`src/rtl/sync_cnt_pkg.sv`:
```
package sync_cnt_pkg;
  typedef enum logic [1:0] {
    SZ_BYTE = 2'b00,
    SZ_HALF = 2'b01,
    SZ_WORD = 2'b10,
    SZ_RSVD = 2'b11
  } acc_size_e;

  localparam int unsigned DATA_W = 32;
  localparam int unsigned HALF_W = DATA_W / 2;
  localparam logic [DATA_W-1:0] REV_VALUE = 32'h0000_0021;

  typedef struct packed {
    logic [DATA_W-1:0] data;
    logic              err;
  } rsp_t;
endpackage

```
`src/rtl/sync_cnt_counter.sv`:
```
module sync_cnt_counter #(
  parameter int unsigned CNT_W = 32
) (
  input  logic             clk_i,
  input  logic             rst_ni,
  input  logic             tick_i,
  output logic [CNT_W-1:0] cnt_o
);
  always_ff @(posedge clk_i or negedge rst_ni) begin
    if (!rst_ni)     cnt_o <= '0;
    else if (tick_i) cnt_o <= cnt_o + 1'b1;
  end

  assert_cnt_step_R2: assert property (@(posedge clk_i) disable iff (!rst_ni)
    tick_i |=> cnt_o == CNT_W'($past(cnt_o) + 1'b1));
  assert_cnt_hold_R2: assert property (@(posedge clk_i) disable iff (!rst_ni)
    !tick_i |=> $stable(cnt_o));
endmodule

```
`src/rtl/sync_cnt_decode.sv`:
```
module sync_cnt_decode
  import sync_cnt_pkg::*;
#(
  parameter int unsigned       CNT_W    = 32,
  parameter int unsigned       ADDR_W   = 8,
  parameter logic [ADDR_W-1:0] REV_ADDR = 'h00,
  parameter logic [ADDR_W-1:0] CNT_ADDR = 'h10
) (
  input  logic [ADDR_W-1:0] addr_i,
  input  logic [CNT_W-1:0]  cnt_i,
  output logic [DATA_W-1:0] word_o,
  output logic              hit_o
);
  logic [DATA_W-1:0] cnt_ext;

  generate
    if (CNT_W < DATA_W) begin : g_ext
      assign cnt_ext = {{(DATA_W-CNT_W){1'b0}}, cnt_i};
    end else begin : g_full
      assign cnt_ext = cnt_i[DATA_W-1:0];
    end
  endgenerate

  always_comb begin
    word_o = '0;
    hit_o  = 1'b0;
    if (addr_i == REV_ADDR) begin
      word_o = REV_VALUE;
      hit_o  = 1'b1;
    end else if (addr_i == CNT_ADDR) begin
      word_o = cnt_ext;
      hit_o  = 1'b1;
    end
  end
endmodule

```
`src/rtl/sync_cnt_hlatch.sv`:
```
module sync_cnt_hlatch
  import sync_cnt_pkg::*;
(
  input  logic              clk_i,
  input  logic              rst_ni,
  input  logic              ld_i,
  input  logic [HALF_W-1:0] d_i,
  output logic [HALF_W-1:0] q_o
);
  always_ff @(posedge clk_i or negedge rst_ni) begin
    if (!rst_ni)   q_o <= '0;
    else if (ld_i) q_o <= d_i;
  end
endmodule

```
`src/rtl/sync_cnt_top.sv`:
```
module sync_cnt_top
  import sync_cnt_pkg::*;
#(
  parameter int unsigned       CNT_W    = 32,
  parameter int unsigned       ADDR_W   = 8,
  parameter logic [ADDR_W-1:0] REV_ADDR = 'h00,
  parameter logic [ADDR_W-1:0] CNT_ADDR = 'h10
) (
  input  logic              clk_i,
  input  logic              rst_ni,
  input  logic              tick_i,
  input  logic              rd_i,
  input  logic              wr_i,
  input  logic [ADDR_W-1:0] addr_i,
  input  logic [1:0]        size_i,
  output logic [31:0]       rdata_o,
  output logic              err_o
);
  logic [CNT_W-1:0]  cnt;
  logic [DATA_W-1:0] word;
  logic              hit;
  logic              hl_ld;
  logic [HALF_W-1:0] hl_d;
  logic [HALF_W-1:0] hl_q;
  rsp_t              rsp_d;
  rsp_t              rsp_q;
  acc_size_e         size;

  assign size = acc_size_e'(size_i);

  sync_cnt_counter #(.CNT_W(CNT_W)) u_counter (
    .clk_i (clk_i),
    .rst_ni(rst_ni),
    .tick_i(tick_i),
    .cnt_o (cnt)
  );

  sync_cnt_decode #(
    .CNT_W   (CNT_W),
    .ADDR_W  (ADDR_W),
    .REV_ADDR(REV_ADDR),
    .CNT_ADDR(CNT_ADDR)
  ) u_decode (
    .addr_i(addr_i),
    .cnt_i (cnt),
    .word_o(word),
    .hit_o (hit)
  );

  sync_cnt_hlatch u_hlatch (
    .clk_i (clk_i),
    .rst_ni(rst_ni),
    .ld_i  (hl_ld),
    .d_i   (hl_d),
    .q_o   (hl_q)
  );

  // Writes win over reads; decode is sampled on the same edge as the counter.
  always_comb begin
    rsp_d = '0;
    hl_ld = 1'b0;
    hl_d  = '0;
    if (wr_i) begin
      rsp_d.err = 1'b1;
    end else if (rd_i) begin
      unique case (size)
        SZ_WORD: begin
          rsp_d.data = hit ? word : '0;
          rsp_d.err  = !hit;
        end
        SZ_HALF: begin
          if (addr_i[1]) begin
            rsp_d.data = {{HALF_W{1'b0}}, hl_q};
          end else begin
            rsp_d.data = {{HALF_W{1'b0}}, hit ? word[HALF_W-1:0] : {HALF_W{1'b0}}};
            rsp_d.err  = !hit;
            hl_ld      = 1'b1;
            hl_d       = hit ? word[DATA_W-1:HALF_W] : '0;
          end
        end
        default: rsp_d.err = 1'b1;
      endcase
    end
  end

  always_ff @(posedge clk_i or negedge rst_ni) begin
    if (!rst_ni) rsp_q <= '0;
    else         rsp_q <= rsp_d;
  end

  assign rdata_o = rsp_q.data;
  assign err_o   = rsp_q.err;

  assert_rev_R3: assert property (@(posedge clk_i) disable iff (!rst_ni)
    (rd_i && !wr_i && size_i == 2'b10 && addr_i == REV_ADDR)
      |=> (rdata_o == REV_VALUE && !err_o));
  assert_coherent_split_R5: assert property (@(posedge clk_i) disable iff (!rst_ni)
    (rd_i && !wr_i && size_i == 2'b01 && addr_i == CNT_ADDR) ##1
    (rd_i && !wr_i && size_i == 2'b01 && addr_i[1])
      |=> (rdata_o == {{HALF_W{1'b0}}, $past(word[DATA_W-1:HALF_W], 2)} && !err_o));
  assert_high_read_R6: assert property (@(posedge clk_i) disable iff (!rst_ni)
    (rd_i && !wr_i && size_i == 2'b01 && addr_i[1])
      |=> (rdata_o == {{HALF_W{1'b0}}, $past(hl_q)} && !err_o && $stable(hl_q)));
  assert_bad_width_R7: assert property (@(posedge clk_i) disable iff (!rst_ni)
    (rd_i && !wr_i && (size_i == 2'b00 || size_i == 2'b11))
      |=> (err_o && rdata_o == '0));
  assert_write_R9: assert property (@(posedge clk_i) disable iff (!rst_ni)
    wr_i |=> (err_o && rdata_o == '0 && $stable(hl_q)));
  assert_idle_R10: assert property (@(posedge clk_i) disable iff (!rst_ni)
    !(rd_i || wr_i) |=> (!err_o && rdata_o == '0));
endmodule

```
`config.mk`:
```
export PLATFORM = sky130hd
export DESIGN_NAME = sync_cnt_top
export DESIGN_NICKNAME = d
export VERILOG_FILES = /design/src/rtl/sync_cnt_pkg.sv /design/src/rtl/sync_cnt_counter.sv /design/src/rtl/sync_cnt_decode.sv /design/src/rtl/sync_cnt_hlatch.sv /design/src/rtl/sync_cnt_top.sv
export SDC_FILE = /design/constraint.sdc
export NUM_CORES = 1
export LEC_CHECK = 0
export ABC_CLOCK_PERIOD_IN_PS = 1600
export BUFFER_PORTS_ARGS = -buffer_cell sky130_fd_sc_hd__buf_2
export CAP_MARGIN = 20
export CORE_MARGIN = 3
export CORE_UTILIZATION = 52
export DETAILED_ROUTE_END_ITERATION = 8
export PLACE_DENSITY_LB_ADDON = 0.3
export SLEW_MARGIN = 20
export SYNTH_ARGS = -nofsm -noshare
export SYNTH_HDL_FRONTEND = slang
export SYNTH_HIERARCHICAL = 1
export SYNTH_SLANG_ARGS = --single-unit
```
`constraint.sdc`:
```
create_clock -name clk_i -period 1.6 [get_ports clk_i]
set_clock_uncertainty 0.1 [all_clocks]
set_input_delay 0.24 -clock clk_i [delete_from_list [all_inputs] [get_ports clk_i]]
set_output_delay 0.24 -clock clk_i [all_outputs]
set_load 0.01 [all_outputs]
```
==> flow_summary.ini, run 1 <==
[timing]
post-route-min-period_ps = 1810
slew_headroom = 0.7594
slew_violations = 0
setup_ws_ps = -209.6
min_period_over_period = 1.131
tightest_slew_ps = 360.9
setup_tns_ps = -1069
max_freq_ghz = 0.5526
finalSetupViolCount = 13
hold_viol = 0
rsz0062_at_grt = yes

[die]
io_pins = 48
die_area_mm2 = 0.008719
die_h_um = 93.38
initial_utilization = 0.5416
rows = 31
die_width_um = 93.38
coreArea_mm2 = 0.007331

[setup_path]
arrival_ps = 1970
reg2reg_slack_ps = -210
regToRegStartpoint = u_counter/cnt_o[1]
crit_fanout = 4
start_kind = flip-flop
cp_data_required_time_ps = 1760
criticalPathCategory = flip-flop to flip-flop
r2r_cells = 6
worst_r2r_endpoint = u_counter/cnt_o[22]
endpoint_kind = flip-flop

[drt]
drc_errors = 0
via_per_inst = 5.019
finalWirelength_mm = 8.161
vias = 2851
wl_per_cell_um = 14.37
drt_iter0_drc = 108
antenna_left = 0
drt_first_pass_iters = 4

[placement]
dp_hpwl_mm = 5.799
port_buffers = 47
placedCellCount = 538
post-place-ws_ps = -224.0
place_congestion = 0.7666
place_area_mm2 = 0.004742

[cts]
clk_path_buf_depth = 2
cts_buffers = 9
clock_latency_ps = 340
cts-root-buf = clkbuf_8
tritoncts = done
clk_pin_slew_ps = 90
clkSinkCount = 81
htreeDepth = 3

[yosys]
ys_top_cells_by_count = dfrtp_1, inv_1, nor2_1
synth_nets = 373
syn_area_mm2 = 0.003970
yosys.area.top_type = dfrtp_1
synth_most_common_cell = dfrtp_1
synth_top_flop_cell = dfrtp_1
synth_seq_area_share = 0.5106
ys_seq_elements = 81
yosys_warnings = 6
ys_types = 39
postSynthAreaPerCell_um2 = 11.21
synth_area_leaders = dfrtp_1, nor3_2, xnor2_1
ys_async_sr_fraction = 1.000
synthCells = 354
synth_edf_count = 0
synth_top_area_frac = 0.5106

[hold_path]
hold_path_class = input port to flip-flop
hp-start = wr_i
hold_depth = 3
hold_end = err_o

[global_routing]
grt_pass1_vias = 2775
grt_usage = 0.1937
grt_overflow = 0
antenna_found_initial = 0
grt_max_degree = 70
grt_pass1_wl_mm = 13.30

[cells_and_area]
stdcell_area_mm2 = 0.005129
drive_above_1_share = 0.4542
fin_nets = 483
n_antenna_cell = 0
synthToLayoutAreaGrowth_pct = 29.18
fin_cells = 568

[power]
p_per_area_mw_per_mm2 = 854.4
power.leakage_nw = 2.440
peakVddDrop_uv = 626.9

[run_status]
violations = setup timing
status = finished with violations

[flow_run]
cap_violations = 0
[report_power, final]
group / internal (mW) / switching [mW] / leakage (nW)
logic: 0.439 / 0.375 / 1.25
registers: 2.14 / 0.101 / 1.11
clock network: 0.573 / 0.752 / 0.0822
[cell usage in the layout, fill, tap and decap left out, drive strengths merged]
| cell type | n |
|---|---|
| a21oi | 2 |
| a22o | 16 |
| and2 | 2 |
| and3 | 5 |
| and4 | 5 |
| buf | 114 |
| clkbuf | 9 |
| clkinv | 2 |
| clkinvlp | 3 |
| dfrtp | 81 |
| dlygate4sd3 | 1 |
| ha | 4 |
| inv | 38 |
| mux2 | 17 |
| nand2 | 28 |
| nand3 | 9 |
| nand4 | 11 |
| nor2 | 35 |
| nor2b | 4 |
| nor3 | 37 |
| nor3b | 2 |
| nor4 | 6 |
| o211a | 1 |
| o21ai | 1 |
| or2b | 1 |
| or3 | 1 |
| or4 | 2 |
| or4b | 1 |
| xnor2 | 19 |
| xor2 | 12 |
[flip-flops by register name, indices dropped and copies added (netlist names)]
signal,flops
rdata_o,32
u_counter/cnt_o,32
u_hlatch/q_o,16
err_o,1
[repair_timing]
| item | CTS | global route |
|---|---|---|
| endpoints found under the setup margin | 13 | 21 |
| hold endpoints to repair | 81 | 0 |
| pin swaps | 10 | 11 |
| hold buffers | 1 | 0 |
| setup buffers | 6 | 7 |
| gates resized for setup | 10 | 12 |
| gates cloned | 0 | 0 |
[cell families after synthesis]
kind of cell | synth area share
fa+ha+maj | 0.01261
buf+inv | 0.07311
simple gates | 0.2361
mux | 0.05767
xor+xnor | 0.06839
compound gates | 0.04160
flops | 0.5106
[cell type report]
cell class	count	area, µm²
inverters	36	135.1
multi-input cells	221	1814
flip-flops and latches	81	2028
well taps	99	123.9
fillers	522	2202
clock inverters	7	53.80
repair buffers	115	849.6
clock buffers	9	123.9
[how the worst max path moves through the flow]
stage                     slack, ps  cells past startpoint                from                  end
after global routing           -290                      6  u_counter/cnt_o[1]  u_counter/cnt_o[22]
final                          -210                      6  u_counter/cnt_o[1]  u_counter/cnt_o[22]
after global placement         -240                      6           addr_i[1]          rdata_o[30]
after detailed placement       -220                      6           addr_i[1]          rdata_o[30]
after floorplan                -270                      8           addr_i[1]          rdata_o[10]
after CTS                      -140                      4  u_counter/cnt_o[9]  u_counter/cnt_o[23]
[stage by stage]
stage                     utilization  hold WS, ps  power (mW)
after CTS                      0.6844        56.08       4.331
after global routing           0.6996        80.13       4.596
after detailed placement       0.6469       -7.892       2.938
final                          0.6996        65.37       4.382
after floorplan                     -       -155.6       2.561
after global placement         0.6469       -9.337       2.917
[per-layer routing]
layer  global-route usage  wire length [µm]  vias to the layer above
li1                     -                 -                     1406
met1               0.2704              3827                     1375
met2               0.3115              3909                       56
met3              0.02735               288                       14
met4              0.06471               136                        0
met5                    0                 0                        -
[critical path, stage by stage, from the launching register on]
cell,delay [ps]
dfrtp_1,410
ha_4,170
and4_4,220
nand4_1,200
buf_4,220
nor4_2,200
xor2_1,190
Power figures use the tool's default switching activity.
==> run 2, diff against run 1 <==
--- a/config.mk
+++ b/config.mk
@@ -11,7 +11,9 @@
 export CORE_MARGIN = 3
 export CORE_UTILIZATION = 52
 export DETAILED_ROUTE_END_ITERATION = 8
+export MAX_ROUTING_LAYER = met4
 export PLACE_DENSITY_LB_ADDON = 0.3
+export SKIP_CTS_REPAIR_TIMING = 1
 export SLEW_MARGIN = 20
 export SYNTH_ARGS = -nofsm -noshare
 export SYNTH_HDL_FRONTEND = slang
==> flow_summary.ini, run 2 (synthesis gave the netlist of run 1 again) <==
[run_status]
status = finished with violations
violations = setup timing

[cells_and_area]
final_util = 0.6841
layout_commonest_cell = dfrtp_1
multiInputGateArea_mm2 = 0.001769
final_cell_mix = dfrtp_1, buf_4, buf_2
synthToLayoutAreaGrowth_pct = 26.32
fin_nets = 475
n_antenna_cell = 0
drive_above_1_share = 0.4317
nFillCells = 535
layout.area.seq_mm2 = 0.002027

[drt]
antenna_left = 0
drc_errors = 0
vias = 2798
drt_first_pass_iters = 4
wl_per_cell_um = 14.01
finalWirelength_mm = 7.848
drt_iter0_drc = 101
via_per_inst = 4.996

[flow_run]
cap_violations = 0

[cts]
tritoncts = done
clock_latency_ps = 340
cts-root-buf = clkbuf_8
clk_pin_slew_ps = 90
htreeDepth = 3
clk_path_buf_depth = 2
clkSinkCount = 81
cts_buffers = 9

[timing]
rsz0062_at_grt = yes
slew_violations = 0
fin_hold_ws_ps = 68.09
min_period_over_period = 1.077
setup_ws_ps = -122.9
tightest_slew_ps = 363.3
hold_viol = 0
post-route-min-period_ps = 1723
slew_headroom = 0.7578
finalSetupViolCount = 6
max_freq_ghz = 0.5804

[placement]
port_buffers = 47
post-place-ws_ps = -224.0
dp_hpwl_mm = 5.799
place_congestion = 0.7768

[global_routing]
grt_use_met1 = 0.2628
antenna_found_initial = 0
met3_usage = 0.02735
grt_usage = 0.1941
grt.met2_usage = 0.3032
grt_overflow = 0
grt_pass1_wl_mm = 12.98
grt_pass1_vias = 2737
grt.busiest_layer = met2
grt_max_degree = 70

[die]
initial_utilization = 0.5416
coreArea_mm2 = 0.007331
rows = 31
die_width_um = 93.38
die_area_mm2 = 0.008719
io_pins = 48
die_h_um = 93.38

[power]
clkPwrFrac = 0.312
p_int_mw = 3.065
peakVddDrop_uv = 610.9
p_per_area_mw_per_mm2 = 848.4
power_mw = 4.255
power.leakage_nw = 2.382
switchingPower_mw = 1.189
power.sequential.fraction = 0.525
p_comb_frac = 0.163
switching_share = 0.2796

[hold_path]
hold_path_class = input port to flip-flop

[setup_path]
arrival_ps = 1900
cp_data_required_time_ps = 1770
crit_fanout = 3
criticalPathCategory = flip-flop to flip-flop
endpoint_kind = flip-flop
start_kind = flip-flop
-- run 2: area by class of cell --
cell class                 count  area share
sequential                    81      0.4042
multi-input combinational    221      0.3528
clock buffer                   9     0.02470
clock inverter                 7     0.01073
inverter                      36     0.02695
tap                           99     0.02470
timing repair buffer         107      0.1559
-- run 2: through the flow --
stage          setup TNS (ps)  instance area, µm²  std cells
2_1_floorplan           -7828                4063        354
3_3_place_gp            -6119                4742        538
3_5_place_dp            -7141                4742        538
4_1_cts                 -1016                4920        554
5_1_grt                 -1934                5015        560
6_report               -408.0                5015        560
-- run 2: metal layers --
layer / up-vias / wire, µm
met4: 0 / 120
met3: 13 / 272
li1: 1387 / -
met5: - / 0
met1: 1341 / 3767
met2: 57 / 3687
-- run 2: final timing paths --
| kind | start | end | slack (ps) | depth (start not counted) |
|---|---|---|---|---|
| max | u_counter/cnt_o[12] | u_counter/cnt_o[19] | -120 | 4 |
| min | wr_i | err_o | 70 | 3 |
| max reg2reg | u_counter/cnt_o[12] | u_counter/cnt_o[19] | -120 | 4 |
| min reg2reg | u_hlatch/q_o[8] | rdata_o[8] | 390 | 1 |
| max in group asynchronous | rst_ni | u_hlatch/q_o[8] | 640 | 3 |
| min in group asynchronous | rst_ni | rdata_o[30] | 170 | 2 |
-- run 2: worst max-delay path, cell delays in order, from the launching register on --
cell	delay, ps
dfrtp_1	370
nand4_1	200
or4_4	580
nor3b_2	240
xor2_1	160
-- run 2: power by group through the flow --
| stage | clock [mW] | sequential [mW] | combinational [mW] |
|---|---|---|---|
| floorplan | 0 | 2.30 | 0.265 |
| global placement | 0 | 2.27 | 0.652 |
| detailed placement | 0 | 2.27 | 0.665 |
| CTS | 1.35 | 2.23 | 0.668 |
| global route | 1.45 | 2.25 | 0.773 |
| finish | 1.33 | 2.23 | 0.692 |
==> run 3, diff against run 2 <==
--- a/config.mk
+++ b/config.mk
@@ -5,14 +5,14 @@
 export SDC_FILE = /design/constraint.sdc
 export NUM_CORES = 1
 export LEC_CHECK = 0
-export ABC_CLOCK_PERIOD_IN_PS = 1600
+export ABC_CLOCK_PERIOD_IN_PS = 1800
 export BUFFER_PORTS_ARGS = -buffer_cell sky130_fd_sc_hd__buf_2
 export CAP_MARGIN = 20
 export CORE_MARGIN = 3
-export CORE_UTILIZATION = 52
+export CORE_UTILIZATION = 58
 export DETAILED_ROUTE_END_ITERATION = 8
 export MAX_ROUTING_LAYER = met4
-export PLACE_DENSITY_LB_ADDON = 0.3
+export PLACE_DENSITY = 0.8
 export SKIP_CTS_REPAIR_TIMING = 1
 export SLEW_MARGIN = 20
 export SYNTH_ARGS = -nofsm -noshare
==> constraint.sdc (replaced) <==
create_clock -name clk_i -period 1.8 [get_ports clk_i]
set_clock_uncertainty 0.1 [all_clocks]
set_input_delay 0.27 -clock clk_i [delete_from_list [all_inputs] [get_ports clk_i]]
set_output_delay 0.27 -clock clk_i [all_outputs]
set_load 0.01 [all_outputs]
==> flow_summary.ini, run 3 (synthesis gave the netlist of run 1 again) <==
[setup_path]
criticalPathCategory = flip-flop to flip-flop
worst_r2r_endpoint = u_counter/cnt_o[23]
regToRegStartpoint = u_counter/cnt_o[0]
endpoint_kind = flip-flop
cp_data_required_time_ps = 1970
crit_chain = buf_4, nand4_4, or4_4, nor4_2, xor2_1
start_kind = flip-flop
r2r_cells = 5
crit_fanout = 4
cpPeakStageDelay_ps = 550
arrival_ps = 2000
reg2reg_slack_ps = -20
crit_slowest_cell = or4_4

[cells_and_area]
fin_nets = 455
synthToLayoutAreaGrowth_pct = 21.02
layout_commonest_cell = dfrtp_1
drive_above_1_share = 0.3832
fin_cells = 518
final_util = 0.7397
stdcell_area_mm2 = 0.004805
final_cell_mix = dfrtp_1, buf_2, inv_1
n_antenna_cell = 0

[power]
power_mw = 4.052
p_per_area_mw_per_mm2 = 843.3
peakVddDrop_uv = 586.7
power.leakage_nw = 2.244

[drt]
drt_iter0_drc = 174
top_layer = met4
drc_errors = 0
drt_first_pass_iters = 4
vias = 2806
wl_per_cell_um = 15.35
route.met3.wl_um = 382
finalWirelength_mm = 7.952
via_per_inst = 5.417
m1WireLength_mm = 3.555
antenna_left = 0
wl_met2_mm = 3.934

[global_routing]
grt_pass1_vias = 2731
grt_usage = 0.2321
antenna_found_initial = 0
grt_max_degree = 82
grt_pass1_wl_mm = 13.37
grt_overflow = 0

[die]
die_h_um = 88.74
die_area_mm2 = 0.007874
coreArea_mm2 = 0.006495
io_pins = 48
rows = 29
die_width_um = 88.74
initial_utilization = 0.6113

[cts]
htreeDepth = 3
clk_path_buf_depth = 2
tritoncts = done
clock_latency_ps = 350
clk_pin_slew_ps = 80
cts-root-buf = clkbuf_8
cts_buffers = 9
clkSinkCount = 81

[timing]
setup_tns_ps = -24.79
tightest_slew_ps = 418.9
fin_hold_ws_ps = 60.01
slew_headroom = 0.7207
hold_viol = 0
rsz0062_at_grt = yes
finalSetupViolCount = 1
max_freq_ghz = 0.5480
slew_violations = 0
min_period_over_period = 1.014
post-route-min-period_ps = 1825
setup_ws_ps = -24.79

[hold_path]
hold_depth = 3
hp-start = wr_i
hold_path_class = input port to flip-flop
hold_end = err_o

[placement]
port_buffers = 47
place_congestion = 0.9280
placedCellCount = 499
dp_hpwl_mm = 5.669
post-place-ws_ps = -35.92
place_area_mm2 = 0.004527

[flow_run]
cap_violations = 0

[run_status]
violations = setup timing
status = finished with violations
==> run 3: cell type report <==
| cell class | instances | area, µm² |
|---|---|---|
| Multi-Input combinational cell | 221 | 1695 |
| Clock inverter | 6 | 96.34 |
| Inverter | 36 | 135.1 |
| Clock buffer | 10 | 137.6 |
| Sequential cell | 81 | 2028 |
| Fill cell | 414 | 1690 |
| Tap cell | 77 | 96.34 |
| Timing Repair Buffer | 87 | 615.6 |
==> run 3: where the power goes <==
| part | internal [mW] | switching, mW |
|---|---|---|
| clock | 0.838 | 0.670 |
| combinational | 0.262 | 0.277 |
| sequential | 1.91 | 0.100 |
==> run 3: worst max-delay path, delay by kind of cell, from the launching register on <==
kind	cells	cell delay (ps)
AND/OR/NAND/NOR	3	940
flip-flops	1	400
XOR/XNOR	1	170
buffers and inverters	1	140
==> run 3: how the worst max path moves through the flow <==
| stage | slack [ps] | to | startpoint | cells past startpoint |
|---|---|---|---|---|
| after CTS | -40 | u_counter/cnt_o[23] | u_counter/cnt_o[0] | 5 |
| after floorplan | -100 | rdata_o[10] | addr_i[1] | 8 |
| after global routing | -90 | u_counter/cnt_o[23] | u_counter/cnt_o[0] | 5 |
| after detailed placement | -40 | u_hlatch/q_o[3] | addr_i[5] | 7 |
| after global placement | 0.5 | u_hlatch/q_o[0] | addr_i[1] | 8 |
| final | -20 | u_counter/cnt_o[23] | u_counter/cnt_o[0] | 5 |
==> run 3: per-layer routing <==
layer,vias to the layer above,global-route usage
met3,11,0.04749
met5,-,-
met2,80,0.3671
met1,1364,0.3071
met4,0,0.05769
li1,1351,-
